===== src/rtl/pp_pkg.sv =====
package pp_pkg;
  typedef enum logic [1:0] {
    ACT_NONE  = 2'b00,
    ACT_RELU  = 2'b01,
    ACT_LEAKY = 2'b10,
    ACT_SPARE = 2'b11
  } act_mode_e;
endpackage


===== src/rtl/pp_bias_stage.sv =====
module pp_bias_stage #(
  parameter int ACC_W  = 32,
  parameter int BIAS_W = 8,
  parameter int SUM_W  = ACC_W + 1
) (
  input  logic              clk,
  input  logic              rst_n,
  input  logic              adv,
  input  logic              in_valid,
  input  logic [ACC_W-1:0]  in_data,
  input  logic [BIAS_W-1:0] bias,
  output logic              v_q,
  output logic [SUM_W-1:0]  sum_q
);
  localparam int AEXT = SUM_W - ACC_W;
  localparam int BEXT = SUM_W - BIAS_W;

  logic [SUM_W-1:0] sum_d;
  logic             load;

  always_comb begin
    sum_d = {{AEXT{in_data[ACC_W-1]}}, in_data} + {{BEXT{bias[BIAS_W-1]}}, bias};
    load  = adv & in_valid;
  end

  always_ff @(posedge clk or negedge rst_n) begin
    if (!rst_n) begin
      v_q   <= 1'b0;
      sum_q <= '0;
    end else begin
      if (adv)  v_q   <= in_valid;
      if (load) sum_q <= sum_d;
    end
  end
endmodule


===== src/rtl/pp_act_stage.sv =====
module pp_act_stage #(
  parameter int SUM_W    = 33,
  parameter int LEAKY_SH = 3
) (
  input  logic             clk,
  input  logic             rst_n,
  input  logic             adv,
  input  logic             in_valid,
  input  logic [SUM_W-1:0] in_data,
  input  logic [1:0]       act_mode,
  output logic             v_q,
  output logic [SUM_W-1:0] act_q
);
  import pp_pkg::*;

  act_mode_e               mode;
  logic signed [SUM_W-1:0] val;
  logic [SUM_W-1:0]        act_d;
  logic                    neg;
  logic                    load;

  always_comb begin
    mode  = act_mode_e'(act_mode);
    val   = $signed(in_data);
    neg   = in_data[SUM_W-1];
    act_d = in_data;
    unique case (mode)
      ACT_RELU:  if (neg) act_d = '0;
      ACT_LEAKY: if (neg) act_d = val >>> LEAKY_SH;
      default:   act_d = in_data;
    endcase
    load = adv & in_valid;
  end

  always_ff @(posedge clk or negedge rst_n) begin
    if (!rst_n) begin
      v_q   <= 1'b0;
      act_q <= '0;
    end else begin
      if (adv)  v_q   <= in_valid;
      if (load) act_q <= act_d;
    end
  end
endmodule


===== src/rtl/pp_quant_stage.sv =====
module pp_quant_stage #(
  parameter int SUM_W   = 33,
  parameter int OUT_W   = 8,
  parameter int SHIFT_W = 5
) (
  input  logic               clk,
  input  logic               rst_n,
  input  logic               adv,
  input  logic               in_valid,
  input  logic [SUM_W-1:0]   in_data,
  input  logic [SHIFT_W-1:0] quant_shift,
  output logic               v_q,
  output logic [OUT_W-1:0]   q_q
);
  localparam int TOP = SUM_W - 1;
  localparam int MSB = OUT_W - 1;

  logic signed [SUM_W-1:0] val;
  logic [SUM_W-1:0]        shifted;
  logic                    fits;
  logic [OUT_W-1:0]        q_d;
  logic                    load;

  always_comb begin
    val     = $signed(in_data);
    shifted = val >>> quant_shift;
    fits    = (&shifted[TOP:MSB]) | ~(|shifted[TOP:MSB]);
    if (fits)
      q_d = shifted[MSB:0];
    else if (shifted[TOP])
      q_d = {1'b1, {MSB{1'b0}}};
    else
      q_d = {1'b0, {MSB{1'b1}}};
    load = adv & in_valid;
  end

  always_ff @(posedge clk or negedge rst_n) begin
    if (!rst_n) begin
      v_q <= 1'b0;
      q_q <= '0;
    end else begin
      if (adv)  v_q <= in_valid;
      if (load) q_q <= q_d;
    end
  end
endmodule


===== src/rtl/qnt_postproc.sv =====
module qnt_postproc #(
  parameter int ACC_W    = 32,
  parameter int BIAS_W   = 8,
  parameter int OUT_W    = 8,
  parameter int SHIFT_W  = 5,
  parameter int LEAKY_SH = 3
) (
  input  logic               clk,
  input  logic               rst_n,
  input  logic [ACC_W-1:0]   in_data,
  input  logic               in_valid,
  output logic               in_ready,
  input  logic [BIAS_W-1:0]  bias,
  input  logic [SHIFT_W-1:0] quant_shift,
  input  logic [1:0]         act_mode,
  output logic [OUT_W-1:0]   out_data,
  output logic               out_valid,
  input  logic               out_ready,
  output logic               empty
);
  localparam int SUM_W = ACC_W + 1;

  logic             adv;
  logic             v1, v2, v3;
  logic [SUM_W-1:0] s1_sum;
  logic [SUM_W-1:0] s2_act;

  always_comb begin
    adv       = ~v3 | out_ready;
    in_ready  = adv;
    out_valid = v3;
    empty     = ~(v1 | v2 | v3);
  end

  pp_bias_stage #(.ACC_W(ACC_W), .BIAS_W(BIAS_W), .SUM_W(SUM_W)) u_bias (
    .clk(clk), .rst_n(rst_n), .adv(adv), .in_valid(in_valid),
    .in_data(in_data), .bias(bias), .v_q(v1), .sum_q(s1_sum)
  );

  pp_act_stage #(.SUM_W(SUM_W), .LEAKY_SH(LEAKY_SH)) u_act (
    .clk(clk), .rst_n(rst_n), .adv(adv), .in_valid(v1),
    .in_data(s1_sum), .act_mode(act_mode), .v_q(v2), .act_q(s2_act)
  );

  pp_quant_stage #(.SUM_W(SUM_W), .OUT_W(OUT_W), .SHIFT_W(SHIFT_W)) u_quant (
    .clk(clk), .rst_n(rst_n), .adv(adv), .in_valid(v2),
    .in_data(s2_act), .quant_shift(quant_shift), .v_q(v3), .q_q(out_data)
  );
endmodule


===== config.mk =====
export PLATFORM = sky130hd
export DESIGN_NAME = qnt_postproc
export DESIGN_NICKNAME = d
export VERILOG_FILES = /design/src/rtl/pp_pkg.sv /design/src/rtl/pp_bias_stage.sv /design/src/rtl/pp_act_stage.sv /design/src/rtl/pp_quant_stage.sv /design/src/rtl/qnt_postproc.sv
export SDC_FILE = /design/constraint.sdc
export NUM_CORES = 1
export LEC_CHECK = 0
export BUFFER_PORTS_ARGS = -buffer_cell sky130_fd_sc_hd__buf_2
export CORE_MARGIN = 1.5
export CORE_UTILIZATION = 30
export DETAILED_ROUTE_END_ITERATION = 6
export PLACE_DENSITY_LB_ADDON = 0.25
export SYNTH_ARGS = -nofsm -noshare
export SYNTH_HDL_FRONTEND = slang
export SYNTH_HIERARCHICAL = 1
export SYNTH_SLANG_ARGS = --single-unit

===== constraint.sdc =====
create_clock -name clk -period 5.7 [get_ports clk]
set_input_delay 0.285 -clock clk [delete_from_list [all_inputs] [get_ports clk]]
set_output_delay 0.285 -clock clk [all_outputs]
set_load 0.005 [all_outputs]

Word level (Yosys, flattened, before mapping)
Cells that the tools add are included.

Register bits: 77. Input port bits: 51. Word-level logic and storage cells: 27.

Add/sub/neg operators: 1. Eq/ne operators: 2. Shift operators: 1. Muxes and demuxes: 5. Bitwise logic cells: 10. Reductions and logical operators: 2.

Operator list (number): $pmux W33 S2 (1); $add A32 B8 Y33 (1); $mux W33 (1); $sshr A33 B5 Y33 (1); $mux W32 (1); $reduce_and A26 Y1 (1); $reduce_or A26 Y1 (1); $mux W8 (2); $or A1 B1 Y1 (4); $and A1 B1 Y1 (3); $not A1 Y1 (3); $eq A2 B1 Y1 const B (1); $eq A2 B2 Y1 const B (1).

Logic depth before layout (Yosys ltp)
Gate-level depths: netlist (run 1).

Depth in word-level cells: 5. Mapped depth: 13. Depth with buffers taken out: 8.

Modules after synthesis
The synthesis (run 1) kept the hierarchy.

Modules (own cells, without submodules): pp_bias_stage (instances 1, cells an instance 414, area each 3298.2 sq um); pp_quant_stage (instances 1, cells an instance 351, area each 3002.9 sq um); pp_act_stage (instances 1, cells an instance 156, area each 1695.4 sq um); qnt_postproc (instances 1, cells an instance 2, area each 16.3 sq um).

Worst setup path before layout (run 1)
OpenSTA, ideal clock, no wires.

Path type: input to register. From: input port quant_shift[1]. To: register u_quant.q_q[2]. Data arrival time: 2599 ps. Slack: 2954 ps. Cell stages on the path: 10. Cell sequence: buf_6 > buf_4 > nor3_1 > mux2i_1 > mux2i_1 > a2111oi_2 > o211ai_1 > or4_4 > o41ai_4 > a31oi_1.

Cells in the longest elaborated chain, start to end: 5. Elaborated cells between the ends (all ways): 7. Classes of those cells: shift (1); mux (2); bitwise (2); reduce/logical (2).

Ends and longest elaborated chain: start, declared (line qnt_postproc.sv:14) `input logic [SHIFT_W-1:0] quant_shift,`; $sshr A33 B5 Y33 * (line pp_quant_stage.sv:26) `shifted = val >>> quant_shift;`; $reduce_or A26 Y1 (line pp_quant_stage.sv:27) `fits = (&shifted[TOP:MSB]) | ~(|shifted[TOP:MSB]);`; $not A1 Y1 (line pp_quant_stage.sv:27); $or A1 B1 Y1 (line pp_quant_stage.sv:27); $mux W8 * (line pp_quant_stage.sv:28) `if (fits)`; end signal, assigned (line pp_quant_stage.sv:43) `if (load) q_q <= q_d;`; end, declared (line pp_quant_stage.sv:13) `output logic [OUT_W-1:0] q_q`.

Mark *: on every way between the ends. The rest lies on a longest branch, timed or not. A chain may end at the register's enable or synchronous reset.

Final worst setup path (run 1)
Same ends and word-level chain as after synthesis.

==> results of run 1 <==
==> cell usage after synthesis, types with 8 or more instances <==
cell type  instances
mux2_2            17
nor2_1            55
ha_1              35
clkbuf_1          30
nand4_1           13
o21a_1             8
dfrtp_1           77
a211oi_1          16
xor2_1             8
mux2i_1           65
nand2b_1          13
o21ai_1           16
buf_2             15
a21oi_1           65
o21ai_0           70
xnor2_1           11
inv_1             21
o21ai_2           10
mux4_2            33
nand2_1          127
a221oi_1          10
nor3_1            23
o22ai_1            8
buf_6              8
o211ai_1          16
nand3_1           13
==> cell families (layout without fill, tap and decap cells) <==
logic type / count (synthesis) / in the layout / share of synthesized area (%)
AOI/OAI and AO/OA: 299 / 299 / 25.3
and+or+nand+nor: 289 / 289 / 17.0
muxes: 115 / 115 / 19.8
buffers and inverters: 88 / 112 / 6.12
DFF: 77 / 77 / 24.0
adders and majority gates: 36 / 36 / 5.72
xor gates and xnor gates: 19 / 19 / 2.08
==> worst max-delay path: cells and delay by family <==
| kind | cells | cell delay (ps) |
|---|---|---|
| buffers and inverters | 3 | 1280 |
| AO/OA/AOI/OAI | 5 | 910 |
| multiplexers | 2 | 630 |
| AND/OR/NAND/NOR | 1 | 540 |
==> what timing repair did <==
item,4_1_cts,5_1_grt
hold buffers,1,0
hold endpoints to repair,8,0
setup buffers,0,0
setup endpoints to repair,0,0
==> per-stage QoR <==
stage               total power, mW  utilization [%]  hold slack (ps)  cells  area [sq um]
floorplan                      2.17                -            -10.6    923          8010
global placement               2.63             32.3              131   1265          8430
detailed placement             2.63             32.3              131   1265          8430
CTS                            3.25             33.5              237   1282          8740
global route                   3.49             33.5              276   1282          8740
finish                         3.23             33.5              239   1282          8740
==> area by class of cell <==
| cell class | instances | area share (%) |
|---|---|---|
| Multi-Input combinational cell | 758 | 64.1 |
| Sequential cell | 77 | 22.0 |
| Tap cell | 335 | 4.79 |
| Timing Repair Buffer | 73 | 4.58 |
| Clock buffer | 9 | 2.58 |
| Inverter | 23 | 0.987 |
| Clock inverter | 7 | 0.887 |
==> report_power, final <==
part           internal [mW]  leakage [nW]  switching [mW]  total (mW)
registers              0.770         0.960           0.324        1.09
clock network          0.345         0.147           0.258       0.603
logic                  0.698          2.57           0.834        1.53
total                   1.81          3.68            1.42        3.23
==> state kept, by name, summed over array words and instances, names as in the netlist <==
name	cells
u_act/act_q	33
u_quant/v_q	1
u_act/v_q	1
u_quant/q_q	8
u_bias/sum_q	33
u_bias/v_q	1
==> cells in the final DEF, fill, tap and decap left out, types with 4 or more instances in the layout <==
master and n:
inv_6 4, nor4_1 4, mux2_2 17, clkbuf_16 9, dfrtp_1 77, a31oi_1 7, nand2_1 126, a211oi_1 16
mux4_2 33, a21oi_1 65, o21a_1 8, or4_1 5, or2_2 4, and2_1 6, o22ai_1 8, ha_1 35
o21ai_2 10, nor2_1 55, nor3_1 23, o21ai_0 70, xnor2_1 11, nand2b_1 13, xor2_1 8, a221oi_1 10
mux2i_1 65, buf_2 60, o311ai_0 4, inv_1 21, a21o_1 7, o31ai_1 6, nor2b_1 5, o21bai_1 7
nand3_1 13, o211ai_1 16, buf_4 12, nand4_1 13, o21ai_1 16
==> layer usage <==
metal | track usage (%) | part of all wire [%] | wire length (um)
met3 | 2.97 | 4.3 | 971
met5 | 0 | 0 | 0
met2 | 26.0 | 45 | 10300
met4 | 5.38 | 2.2 | 502
met1 | 22.9 | 48 | 10900
==> final timing paths <==
| kind | from | to | slack (ps) | cells after the start |
|---|---|---|---|---|
| worst max-delay path | quant_shift[1] | u_quant/q_q[2]$_DFFE_PN0P_ | 2240 | 11 |
| worst min-delay path | bias[0] | u_bias/sum_q[0]$_DFFE_PN0P_ | 240 | 4 |
| worst max register to register | u_act/act_q[32]$_DFFE_PN0P_ | u_quant/q_q[2]$_DFFE_PN0P_ | 2670 | 8 |
| worst min register to register | u_quant/q_q[7]$_DFFE_PN0P_ | u_quant/q_q[7]$_DFFE_PN0P_ | 470 | 2 |
| max in group asynchronous | rst_n | u_bias/sum_q[22]$_DFFE_PN0P_ | 4310 | 3 |
| min in group asynchronous | rst_n | u_quant/q_q[7]$_DFFE_PN0P_ | 300 | 2 |
==> metrics.txt, run 1 <==
run status=finished with violations; violated checks=DRC; die area=27700 sq um; Crit. End Element=register; # rows=59; Area contributors post-synth=dfrtp_1 (24%), mux4_2 (9.3%), mux2i_1 (8.1%), nand2_1 (5.9%), ha_1 (5.5%); area of the multi-input gates=5610 sq um; CTS tree=yes; post-synthesis async set-or-reset flop share=100%; Pins Over Slew Limit=0; crit-path max cell delay=540 ps; post-synth top area share=24.0%; die width=166 um; pre-CTS setup slack=1910 ps; antenna violations before repair=0; Max-Cap Viols=0; I/O Pins=62; register area share after synthesis=24.0%; Pleak=3.68 nW; Clock Skew=12.6 ps; Synth Register Bits=77; crit-path max FO=29; Worst Setup Start Kind=primary input; Synth Flop Type=dfrtp_1; vias post-DR=7192; f_max=0.289 GHz; Post-DRT Antenna Nets=0; Clock Path Buffers=2; pwr dens=369 nW/um^2; GR Overflow Total=0; Hold Path Class=primary input to register; Final Hold Viols=0; Max-Slew Margin vs Limit=26.6%; Slew @ Worst Pin=1100 ps; Final Cycle Share=60.8%; Pre-antenna DRT Iters=7; clk_lat worst skew=350 ps; post-CTS sizing=0; Worst Path Class, Setup=primary input to register; Post-Syn Area=8010 sq um; clock sink count=77; DRT iter0 DRCs=621; RSZ-0062 raised after global routing=false; Max VDD drop=0.170 mV; Setup-failing EPs final=0; fin crit period=3460 ps; clock-pin transition on the worst setup and hold timing paths=70 ps; CP arrival=3660 ps; CTS Root Cell=clkbuf_16; Synth Instances=923; Setup TNS=0 ps; setup ws final=2240 ps; ANT cells=0; gp weighted congestion=0.906; Die Ht=166 um; Avg WL per Cell=17.7 um; fill count=2794; Most common cell on crit path=buf_4; layout cell share with drive strength beyond 1=18.3%; Overall Global Routing Usage=16.5%; Synth Area per Inst=8.68 sq um; buffers added on ports=61; HPWL Detailed=17000 um; # DRC=5; first-pass GRT wire length=37300 um; Netlist cell types=88; critical path cell sequence=buf_2 > buf_4 > buf_4 > mux2i_1 > mux4_2 > a21oi_1 > a21oi_2 > o211ai_1 > or4_4 > o41ai_4 > a31oi_1; routed vias/inst=5.61; net count reported at finish=1029; vias in the first global route=6959; post-synthesis cell type with the largest combined area=dfrtp_1; largest net degree at the start of global routing=70; Worst path slowest cell=or4_4; clock buffer count from CTS=9; Sequential Area=1930 sq um; Ys Warns=6; Initial Utilization=30.7%; area delta synth->final=9.12%; post-synth net total=1010; CP Data Required Time=5900 ps; CTS H-tree depth=3; Post-Route WL=22700 um; Post-synth EDFFs=0; Core Footprint=26100 sq um
No activity file was read; power rests on OpenSTA's default activity.
==> run 2, diff against run 1 <==
==> constraint.sdc (replaced) <==
create_clock -name clk -period 3.54 [get_ports clk]
set_input_delay 0.177 -clock clk [delete_from_list [all_inputs] [get_ports clk]]
set_output_delay 0.177 -clock clk [all_outputs]
set_load 0.005 [all_outputs]
==> run 2 against run 1 <==
- the flow still finishes with violations (DRC)
- combinational power increased by 65%
- via count rose by 0.82%
- power increased by 64%
- hold slack worse by 110 ps
- clock-buffer cell count is the same
- register-to-register slack worse by 2200 ps
- die area unchanged
- wire length is 2.6% higher
- critical path depth is 3 lower
- cell count increased by 1.1%
==> metrics.txt, run 2 (synthesized netlist as in run 1, its figures left out) <==
run status=finished with violations; violated checks=DRC; DRT iter0 DRCs=571; # hold bufs at CTS=1; die area=27700 sq um; Pleak=3.75 nW; routed vias/inst=5.59; Hold Path Sink=u_bias/sum_q[0]$_DFFE_PN0P_; most common cell after layout, fill and taps aside=nand2_1; Worst path slowest cell=nor3_1; hold_sp=bias[0]; die width=166 um; vias in the first global route=7080; crit-path max cell delay=670 ps; Worst Setup Start Kind=register; Hold Slack=132 ps; clock sink count=77; Most common cell on crit path=a21oi_1; CP Data Required Time=3810 ps; largest net degree at the start of global routing=60; Hold Path Class=primary input to register; Initial Utilization=30.7%; Clock Skew=9.64 ps; Die Ht=166 um; Clock Path Buffers=2; Final Cell Area=8860 sq um; Post-DRT Antenna Nets=0; reg2reg start=u_act/act_q[32]$_DFFE_PN0P_; HPWL Detailed=17700 um; Max-Cap Viols=0; first-pass GRT wire length=38300 um; Core Footprint=26100 sq um; largest registers=u_act/act_q (33), u_bias/sum_q (33), u_quant/q_q (8); clock buffer count from CTS=9; buffers added on ports=61; Setup-failing EPs final=0; vias post-DR=7251; Slew @ Worst Pin=1100 ps; CTS Root Cell=clkbuf_16; GR Overflow Total=0; DP Area=8540 sq um; R2R depth=8; CP arrival=3290 ps; post-CTS sizing=0; clock-pin transition on the worst setup and hold timing paths=70 ps; Pins Over Slew Limit=0; Overall Global Routing Usage=17.0%; most frequent cells in the layout=nand2_1 (126), dfrtp_1 (77), o21ai_0 (70); Pre-antenna DRT Iters=7; Max VDD drop=0.273 mV; net count reported at finish=1043; crit-path max FO=12; FF-to-FF End=u_quant/q_q[6]$_DFFE_PN0P_; Worst Path Class, Setup=register to register; RSZ-0062 raised after global routing=false; Crit. End Element=register; area delta synth->final=10.6%; gp weighted congestion=0.958; critical path cell sequence=nand2b_1 > a21oi_1 > nor3_1 > o2111ai_1 > o41ai_1 > a41o_1 > a21oi_1 > a31oi_1; f_max=0.331 GHz; clk_lat worst skew=350 ps; R2R Setup Slk=520 ps; postcts setup bufs=0; antenna violations before repair=0; Post-Route WL=23300 um; Avg WL per Cell=18.0 um; layout cell share with drive strength beyond 1=19.5%; I/O Pins=62; # DRC=10; Final Cycle Share=85.3%; Setup TNS=0 ps; cell depth of the worst min-delay path=4; CTS tree=yes; pwr dens=597 nW/um^2; ANT cells=0; fin crit period=3020 ps; Power Total=5.28 mW; # rows=59; CTS H-tree depth=3; Final Hold Viols=0; Max-Slew Margin vs Limit=26.4%
==> run 2: changes by cell type in the layout (fill, tap and decap cells not counted), sizes merged <==
cell / previous run / this run
buf: 72 / 86
inv: 26 / 28
clkinv: 2 / 1
clkinvlp: 1 / 0
==> run 2: worst max-delay path: cells and delay by family, from the launching register on <==
family	cells	cell delay, ps
flops	1	570
simple gates	2	910
compound gates	6	1470
==> run 2: worst max path at each step <==
stage | to | slack, ps | startpoint | cells past startpoint
floorplan | u_quant/q_q[2]$_DFFE_PN0P_ | 900 | quant_shift[1] | 10
global placement | u_quant/q_q[6]$_DFFE_PN0P_ | 280 | quant_shift[2] | 10
detailed placement | u_quant/q_q[6]$_DFFE_PN0P_ | 280 | quant_shift[1] | 9
CTS | u_quant/q_q[6]$_DFFE_PN0P_ | 530 | u_act/act_q[25]$_DFFE_PN0P_ | 8
global route | u_quant/q_q[6]$_DFFE_PN0P_ | 350 | u_act/act_q[25]$_DFFE_PN0P_ | 8
finish | u_quant/q_q[6]$_DFFE_PN0P_ | 520 | u_act/act_q[32]$_DFFE_PN0P_ | 8
==> run 2: layer usage <==
layer  vias to the layer above  wire length, um  track usage [%]
met4                         0              525             5.18
li1                       3576                -                -
met2                       197            10500             26.9
met1                      3441            11200             23.5
met5                         -                0                0
met3                        37             1050             3.02
==> run 2: final cells by class <==
cell class                      count  area, sq um
Inverter                           23         86.3
Multi-Input combinational cell    758         5610
Clock buffer                        9          225
Timing Repair Buffer               87          505
Clock inverter                      7         87.6
Sequential cell                    77         1930
Fill cell                        2807        17300
Tap cell                          335          419
==> run 2: metrics by stage <==
stage | std cells | setup slack [ps] | util, %
after floorplan | 923 | 902 | -
after global placement | 1279 | 283 | 32.7
after detailed placement | 1279 | 285 | 32.7
after CTS | 1296 | 528 | 33.9
after global routing | 1296 | 350 | 33.9
final | 1296 | 520 | 33.9
==> run 2: power breakdown <==
group | switching (mW) | internal, mW
clock network | 0.427 | 0.566
logic | 1.39 | 1.15
registers | 0.518 | 1.24
total | 2.33 | 2.95
